==> src/rtl/irq_agg_pkg.sv <==
package irq_agg_pkg;
  localparam int REG_W = 32;
  localparam int ADDR_W = 2;

  typedef enum logic [ADDR_W-1:0] {
    A_PRIO = 2'd0,
    A_EN   = 2'd1,
    A_HI   = 2'd2,
    A_LO   = 2'd3
  } reg_addr_e;
endpackage

==> src/rtl/irq_edge_detect.sv <==
module irq_edge_detect #(
  parameter int N = 32
) (
  input  logic         clk,
  input  logic         rst,
  input  logic [N-1:0] src_i,
  output logic [N-1:0] rise_o
);
  logic [N-1:0] src_q;

  always_ff @(posedge clk) begin
    if (rst) src_q <= '0;
    else     src_q <= src_i;
  end

  assign rise_o = src_i & ~src_q;
endmodule

==> src/rtl/irq_latch_bank.sv <==
module irq_latch_bank #(
  parameter int N = 32
) (
  input  logic         clk,
  input  logic         rst,
  input  logic [N-1:0] set_i,
  input  logic [N-1:0] clr_i,
  output logic [N-1:0] lat_o,
  output logic         req_o
);
  logic [N-1:0] lat_q, lat_d;
  logic         req_q;

  // a new edge wins over a clear of the same bit
  assign lat_d = (lat_q & ~clr_i) | set_i;

  always_ff @(posedge clk) begin
    if (rst) begin
      lat_q <= '0;
      req_q <= 1'b0;
    end else begin
      lat_q <= lat_d;
      req_q <= |lat_d;
    end
  end

  assign lat_o = lat_q;
  assign req_o = req_q;

  // collision keeps the bit
  assert_set_beats_clear_R12: assert property (@(posedge clk) disable iff (rst)
    |(set_i & clr_i) |=> ((lat_q & $past(set_i & clr_i)) == $past(set_i & clr_i)));

  // a clear with no competing edge empties the bit
  assert_w1c_clears_R10: assert property (@(posedge clk) disable iff (rst)
    |(clr_i & ~set_i & lat_q) |=> ((lat_q & $past(clr_i & ~set_i)) == '0));
endmodule

==> src/rtl/irq_cfg_regs.sv <==
module irq_cfg_regs
  import irq_agg_pkg::*;
#(
  parameter int N         = 32,
  parameter bit DUAL_PRIO = 1'b1
) (
  input  logic             clk,
  input  logic             rst,
  input  logic             we_i,
  input  logic [ADDR_W-1:0] addr_i,
  input  logic [REG_W-1:0] wdata_i,
  output logic [N-1:0]     prio_o,
  output logic [N-1:0]     en_o
);
  logic [N-1:0] en_q;

  always_ff @(posedge clk) begin
    if (rst)                        en_q <= '0;
    else if (we_i && addr_i == A_EN) en_q <= wdata_i[N-1:0];
  end
  assign en_o = en_q;

  generate
    if (DUAL_PRIO) begin : g_prio
      logic [N-1:0] prio_q;
      always_ff @(posedge clk) begin
        if (rst)                          prio_q <= '0;
        else if (we_i && addr_i == A_PRIO) prio_q <= wdata_i[N-1:0];
      end
      assign prio_o = prio_q;
    end else begin : g_noprio
      assign prio_o = '0;
    end
  endgenerate

  // configuration comes out of reset as low priority, disabled
  assert_reset_cfg_R6: assert property (@(posedge clk)
    rst |=> (prio_o == '0 && en_o == '0));
endmodule

==> src/rtl/irq_aggregator.sv <==
module irq_aggregator
  import irq_agg_pkg::*;
#(
  parameter int NSRC      = 32,
  parameter bit DUAL_PRIO = 1'b1
) (
  input  logic              clk,
  input  logic              rst,
  input  logic [NSRC-1:0]   src_i,
  input  logic [ADDR_W-1:0] reg_addr,
  input  logic              reg_we,
  input  logic [REG_W-1:0]  reg_wdata,
  output logic [REG_W-1:0]  reg_rdata,
  output logic              irq_hi_o,
  output logic              irq_lo_o
);
  logic [NSRC-1:0] rise, prio, en;
  logic [NSRC-1:0] set_hi, set_lo, clr_hi, clr_lo;
  logic [NSRC-1:0] lat_hi, lat_lo;
  logic [REG_W-1:0] rd_d, rd_q;

  irq_edge_detect #(.N(NSRC)) u_edge (
    .clk(clk), .rst(rst), .src_i(src_i), .rise_o(rise)
  );

  irq_cfg_regs #(.N(NSRC), .DUAL_PRIO(DUAL_PRIO)) u_cfg (
    .clk(clk), .rst(rst), .we_i(reg_we), .addr_i(reg_addr),
    .wdata_i(reg_wdata), .prio_o(prio), .en_o(en)
  );

  // steering of enabled edges into the two banks
  assign set_hi = rise & en & prio;
  assign set_lo = rise & en & ~prio;
  assign clr_hi = (reg_we && reg_addr == A_HI) ? reg_wdata[NSRC-1:0] : '0;
  assign clr_lo = (reg_we && reg_addr == A_LO) ? reg_wdata[NSRC-1:0] : '0;

  irq_latch_bank #(.N(NSRC)) u_lo (
    .clk(clk), .rst(rst), .set_i(set_lo), .clr_i(clr_lo),
    .lat_o(lat_lo), .req_o(irq_lo_o)
  );

  generate
    if (DUAL_PRIO) begin : g_hi
      irq_latch_bank #(.N(NSRC)) u_hi (
        .clk(clk), .rst(rst), .set_i(set_hi), .clr_i(clr_hi),
        .lat_o(lat_hi), .req_o(irq_hi_o)
      );
    end else begin : g_nohi
      assign lat_hi   = '0;
      assign irq_hi_o = 1'b0;
    end
  endgenerate

  // registered readback
  always_comb begin
    rd_d = '0;
    case (reg_addr)
      A_PRIO:  rd_d[NSRC-1:0] = prio;
      A_EN:    rd_d[NSRC-1:0] = en;
      A_HI:    rd_d[NSRC-1:0] = lat_hi;
      default: rd_d[NSRC-1:0] = lat_lo;
    endcase
  end

  always_ff @(posedge clk) begin
    if (rst) rd_q <= '0;
    else     rd_q <= rd_d;
  end
  assign reg_rdata = rd_q;

  // newly pending high bits came from high-priority sources
  assert_hi_only_R2: assert property (@(posedge clk) disable iff (rst)
    1'b1 |=> ((lat_hi & ~$past(lat_hi) & ~$past(prio)) == '0));

  // newly pending low bits came from low-priority sources
  assert_lo_only_R3: assert property (@(posedge clk) disable iff (rst)
    1'b1 |=> ((lat_lo & ~$past(lat_lo) & $past(prio)) == '0));

  // nothing becomes pending without its enable
  assert_en_gate_R9: assert property (@(posedge clk) disable iff (rst)
    1'b1 |=> (((lat_hi | lat_lo) & ~$past(lat_hi | lat_lo) & ~$past(en)) == '0));

  // requests track their banks
  assert_irq_hi_R4: assert property (@(posedge clk) disable iff (rst)
    irq_hi_o == (|lat_hi));
  assert_irq_lo_R5: assert property (@(posedge clk) disable iff (rst)
    irq_lo_o == (|lat_lo));
endmodule

==> config.mk <==
export PLATFORM = sky130hd
export DESIGN_NAME = irq_aggregator
export DESIGN_NICKNAME = d
export VERILOG_FILES = /design/src/rtl/irq_agg_pkg.sv /design/src/rtl/irq_edge_detect.sv /design/src/rtl/irq_latch_bank.sv /design/src/rtl/irq_cfg_regs.sv /design/src/rtl/irq_aggregator.sv
export SDC_FILE = /design/constraint.sdc
export NUM_CORES = 1
export LEC_CHECK = 0
export BUFFER_PORTS_ARGS = -buffer_cell sky130_fd_sc_hd__buf_2
export CORE_UTILIZATION = 50
export CTS_CLUSTER_DIAMETER = 120
export DETAILED_ROUTE_END_ITERATION = 16
export PLACE_DENSITY = 0.76
export RECOVER_POWER = 100
export SYNTH_ARGS = -nofsm -noshare
export SYNTH_HDL_FRONTEND = slang
export SYNTH_SLANG_ARGS = --single-unit
==> constraint.sdc <==
create_clock -name clk -period 3 [get_ports clk]
set_clock_uncertainty 0.1 [all_clocks]
set_input_delay 0.6 -clock clk [delete_from_list [all_inputs] [get_ports clk]]
set_output_delay 0.6 -clock clk [all_outputs]
set_load 0.05 [all_outputs]
======== Yosys cells after proc, flatten, opt, wreduce, memory -nomap -nowiden ========
Cells that the tools add are included.
cells by class
  eq/ne operators ......................... 3
  multiplexer cells ....................... 3
  reduce and logical (&&, ||, !) cells .... 7
  bitwise logic cells ..................... 12
operator list
  operator                                                         count
  32-bit bitwise AND                                               6
  32-bit inverter                                                  4
  32-bit one-hot mux with 3 select lines                           1
  32-bit two-way mux                                               2
  32-bit bitwise OR                                                2
  32-bit OR reduction                                              2
  2-bit == test, second input constant                             2
  1-bit logical AND                                                4
  2-bit by 1-bit == test with 1-bit output, second input constant  1
  2-bit logical NOT                                                1
storage, ports and cells
  bits of input ports ..................... 69
  logic and storage cells ................. 33
  output and inout port bits .............. 34
  register bits after elaboration ......... 194

======== Longest topological paths before layout ========
  word-level depth ........................ 7
  mapped depth ............................ 8

======== By module ========
A second synthesis with hierarchy kept.
second synthesis, totals
  cell total of the unflattened synthesis .. 931
  area, all modules ....................... 8951.1 µm²
modules (own cells, without submodules)
  module           area an instance (µm²)  instances  cells each
  irq_latch_bank   1361.3                  2          138
  irq_cfg_regs     2651.3                  1          244
  irq_aggregator   2502.4                  1          312
  irq_edge_detect  1074.8                  1          99

======== Least setup slack after synthesis ========
No wires, ideal clock.
  kind .................................... input-to-reg
  from .................................... input reg_addr[1]
  to ...................................... register g_hi.u_hi.req_q, in the netlist g_hi.u_hi.req_o
  path buffers ............................ 3
  data arrival time ....................... 1654 ps
  data required time ...................... 2767 ps
  slack ................................... 1114 ps
  stages .................................. 8
  cell sequence ........................... buf_4 -> buf_6 -> buf_6 -> nand4b_1 -> a21oi_1 -> nand4_1 -> nor4_1 -> a31oi_1
on the way
  cells in the longest elaborated chain, start to end .. 7
RTL lines
  item                  RTL line              RTL
  start, declared       irq_aggregator.sv:10  input logic [ADDR_W-1:0] reg_addr,
  2-bit == test         irq_aggregator.sv:34  assign clr_hi = (reg_we && reg_addr == A_HI) ? reg_wdata[NSRC-1:0] : '0;
  1-bit logical AND     irq_aggregator.sv:34
  32-bit two-way mux    irq_aggregator.sv:34
  32-bit inverter       irq_latch_bank.sv:15  assign lat_d = (lat_q & ~clr_i) | set_i;
  32-bit bitwise AND    irq_latch_bank.sv:15
  32-bit bitwise OR     irq_latch_bank.sv:15
  32-bit OR reduction   irq_latch_bank.sv:23  req_q <= |lat_d;
  end signal, assigned  irq_latch_bank.sv:23
  end, declared         irq_latch_bank.sv:12  logic req_q;
Every way passes these cells.
A chain may end at the register's enable or synchronous reset.

======== Final worst setup path ========
  from .................................... input rst
  to ...................................... register rd_q[17], in the netlist reg_rdata[17]
RTL lines
  item                  RTL line              RTL
  start, declared       irq_aggregator.sv:8   input logic rst,
  end signal, assigned  irq_aggregator.sv:67  else rd_q <= rd_d;
  end, declared         irq_aggregator.sv:20  logic [REG_W-1:0] rd_d, rd_q;
No word-level cell between the ends.

==> run metrics <==
core area=15400 sq um; overall power=0.00525 W; die area=16500 sq um; global-route wire length before repair=about 31 mm; routing usage on met1=33.2%; combinational share of power=8.6%; Mean Syn Cell Area=around 9.6 sq um; pre-CTS WS=0.396 ns; status=complete, but fails checks; Via Count=around 6.5k; Total Routed Length=19.2 mm; CP Launch Type=input port; HPWL after DPL=13.0 mm; Post-Syn Area=7990 sq um; proportion of synthesized area in mux cells=9.02%; RSZ-0062 raised after global routing=no; TritonCTS clock tree=yes; Crit Path Category=input port to register; xor/xnor share of the synthesized area=0%; data required time of the worst path=around 3.2 ns; Resize count post-CTS=0; initial antenna violation count=0; Post-Synth Adder-Cell Area=0%; max-cap viol count=1; Finished Layout Cells=1134; syn_nets=903; Worst-path clk slew=0.06 ns; TNS Setup=0 ns; number of flops mapped to enable cells by yosys=0; Post-CTS Setup Inserts=0; PwrDens=about 570 nW/um^2; leakage power=3.45 nW; largest net degree at the start of global routing=88; Final Hold Vio Count=0; diode count=0; PnR worst setup slack=around 0.55 ns; Die Height=128 microns; Setup crit end kind=register; Clock Path Buffers=2; share of power burned in the clock network=40.2%; Die Span X=128 microns; clk_lat worst skew=0.43 ns; final setup vio count=0; # DRC=0; Seq cells post-synth=around 190; P_int=0.00402 W; ys async rst share=0%; met3 Track Usage GR=5.49%; Avg WL per Cell=~17 microns; Most used DFF post-synth=dfxtp_1; largest family of logic cells by synthesized area=simple AND/OR/NAND/NOR gates; Final #Nets=982; I/O pins=about 100; gr usage total=24.5%; DP Cell Count=1105; Initial Utilization=roughly 52%; Syn. warnings=0; H-tree levels=4; Sw Share=23.5%; Psw=approximately 0.0012 W; most frequent cells in the layout=dfxtp_1, nand2_1, a21oi_1, nor2b_1, buf_2; Root Buffer=clkbuf_16; top fanout value on the critical path=87; Worst VDD drop=451 uV; gr ovfl total=0; register area share after synthesis=between 40% and 50%; FP Rows=45; drt via density=roughly 5.7; CTS Hold Bufs=0; clk sinks=between 150 and 200; failing checks=max-capacitance violations, max-slew violations; post-synthesis cell type count=26; met2 GRT Util=roughly two fifths; vias in the first global route=just over 6k; Synth Area in Simple Gates=29.6%; DR pass1 iterations=7; 1st-iter DRT viols=565; area grow syn2layout=15.0%; Critical Path AT=2.63 ns; main area contributors after synthesis=dfxtp_1, mux4_2, a21oi_1; GR peak layer=met2; most common cell after layout, fill and taps aside=dfxtp_1; final count of pins violating max slew=87; Synth Area in Compound Gates=8.55%; Final Util=59.7%; clock period minus worst slack=2.45 ns; post-synthesis cell count=834; final worst path period share=81.5%; input/output buffers=102; Synth top area share=between 40% and 50%; antenna viol nets, final=0; Slew @ Worst Pin=1.79 ns; leading area contributor after synthesis=dfxtp_1; Slew HR=-19.1%; Fmax=409 MHz; share of power burned in registers=between 50 and 60%; fraction of layout cells with a size suffix above 1=16.1%; CTS Buf Count=17; Hold Path Class=input port to register; routability cong.=0.844
[through the flow]
| stage | cell area, sq um | hold WS, ns |
|---|---|---|
| 2_1_floorplan | 7990 | 0.346 |
| 3_3_place_gp | 8700 | 0.362 |
| 3_5_place_dp | 8700 | 0.364 |
| 4_1_cts | 9240 | 0.288 |
| 5_1_grt | 9180 | 0.290 |
| 6_report | 9180 | 0.295 |
[synth_stat cells, types with 4 or more instances]
| cell type | instances |
|---|---|
| nand2_1 | 140 |
| buf_6 | 4 |
| inv_1 | 4 |
| mux4_2 | 32 |
| a22o_1 | 4 |
| clkbuf_1 | 31 |
| buf_2 | 20 |
| dfxtp_1 | 194 |
| nor4_1 | 5 |
| a21oi_1 | 120 |
| nor4bb_1 | 28 |
| nor2_1 | 62 |
| buf_4 | 8 |
| and4b_1 | 28 |
| nand4b_1 | 30 |
| nor2b_1 | 70 |
| nand4_1 | 41 |
[registers in the layout, indices dropped and copies added, names as in the netlist]
| name | flops |
|---|---|
| g_hi.u_hi.req_o | 1 |
| u_lo.req_o | 1 |
| reg_rdata | 32 |
| u_cfg.en_o | 32 |
| u_lo.lat_o | 32 |
| g_hi.u_hi.lat_o | 32 |
| u_edge.src_q | 32 |
| u_cfg.prio_o | 32 |
[cells by family after synthesis]
| logic type | Yosys count |
|---|---|
| multiplexers | 32 |
| AO/OA/AOI/OAI | 130 |
| flip-flops | 194 |
| AND/OR/NAND/NOR | 411 |
| buffers and inverters | 67 |
[per-layer routing]
layer	up-vias	share of wire [%]
met2	239	47
met5	-	0
li1	3140	-
met1	3108	45
met3	21	6.7
met4	0	1.4
[cell type report]
class | instances | area [sq um]
Multi-Input combinational cell | 573 | 3780
Fill cell | 1330 | 6190
Sequential cell | 194 | 3880
Timing Repair Buffer | 123 | 707
Clock buffer | 24 | 482
Clock inverter | 5 | 55.1
Tap cell | 211 | 264
Inverter | 4 | 15.0
[final timing paths]
kind | from | end | slack, ns | cells past startpoint
hold / removal | src_i[28] | u_edge.src_q[28]$_SDFF_PP0_ | 0.30 | 2
setup / recovery | rst | reg_rdata[17]$_SDFF_PP0_ | 0.55 | 3
setup reg to reg | u_edge.src_q[14]$_SDFF_PP0_ | g_hi.u_hi.req_o$_SDFF_PP0_ | 1.26 | 5
hold reg to reg | u_cfg.en_o[28]$_SDFFE_PP0P_ | u_cfg.en_o[28]$_SDFFE_PP0P_ | 0.37 | 2
[power groups by stage]
stage | clock network [W] | logic (W) | registers (W)
final | 0.00211 | 0.000452 | 0.00269
after global routing | 0.00225 | 0.000490 | 0.00270
after global placement | 0 | 0.000450 | 0.00274
after detailed placement | 0 | 0.000455 | 0.00274
after floorplan | 0 | 0.000260 | 0.00277
after CTS | 0.00215 | 0.000457 | 0.00269
[worst max-delay path, cell delays in order]
cell      delay (ns)
clkbuf_2        1.26
clkbuf_2        0.63
nor2b_1         0.13
Power figures use the tool's default switching activity.
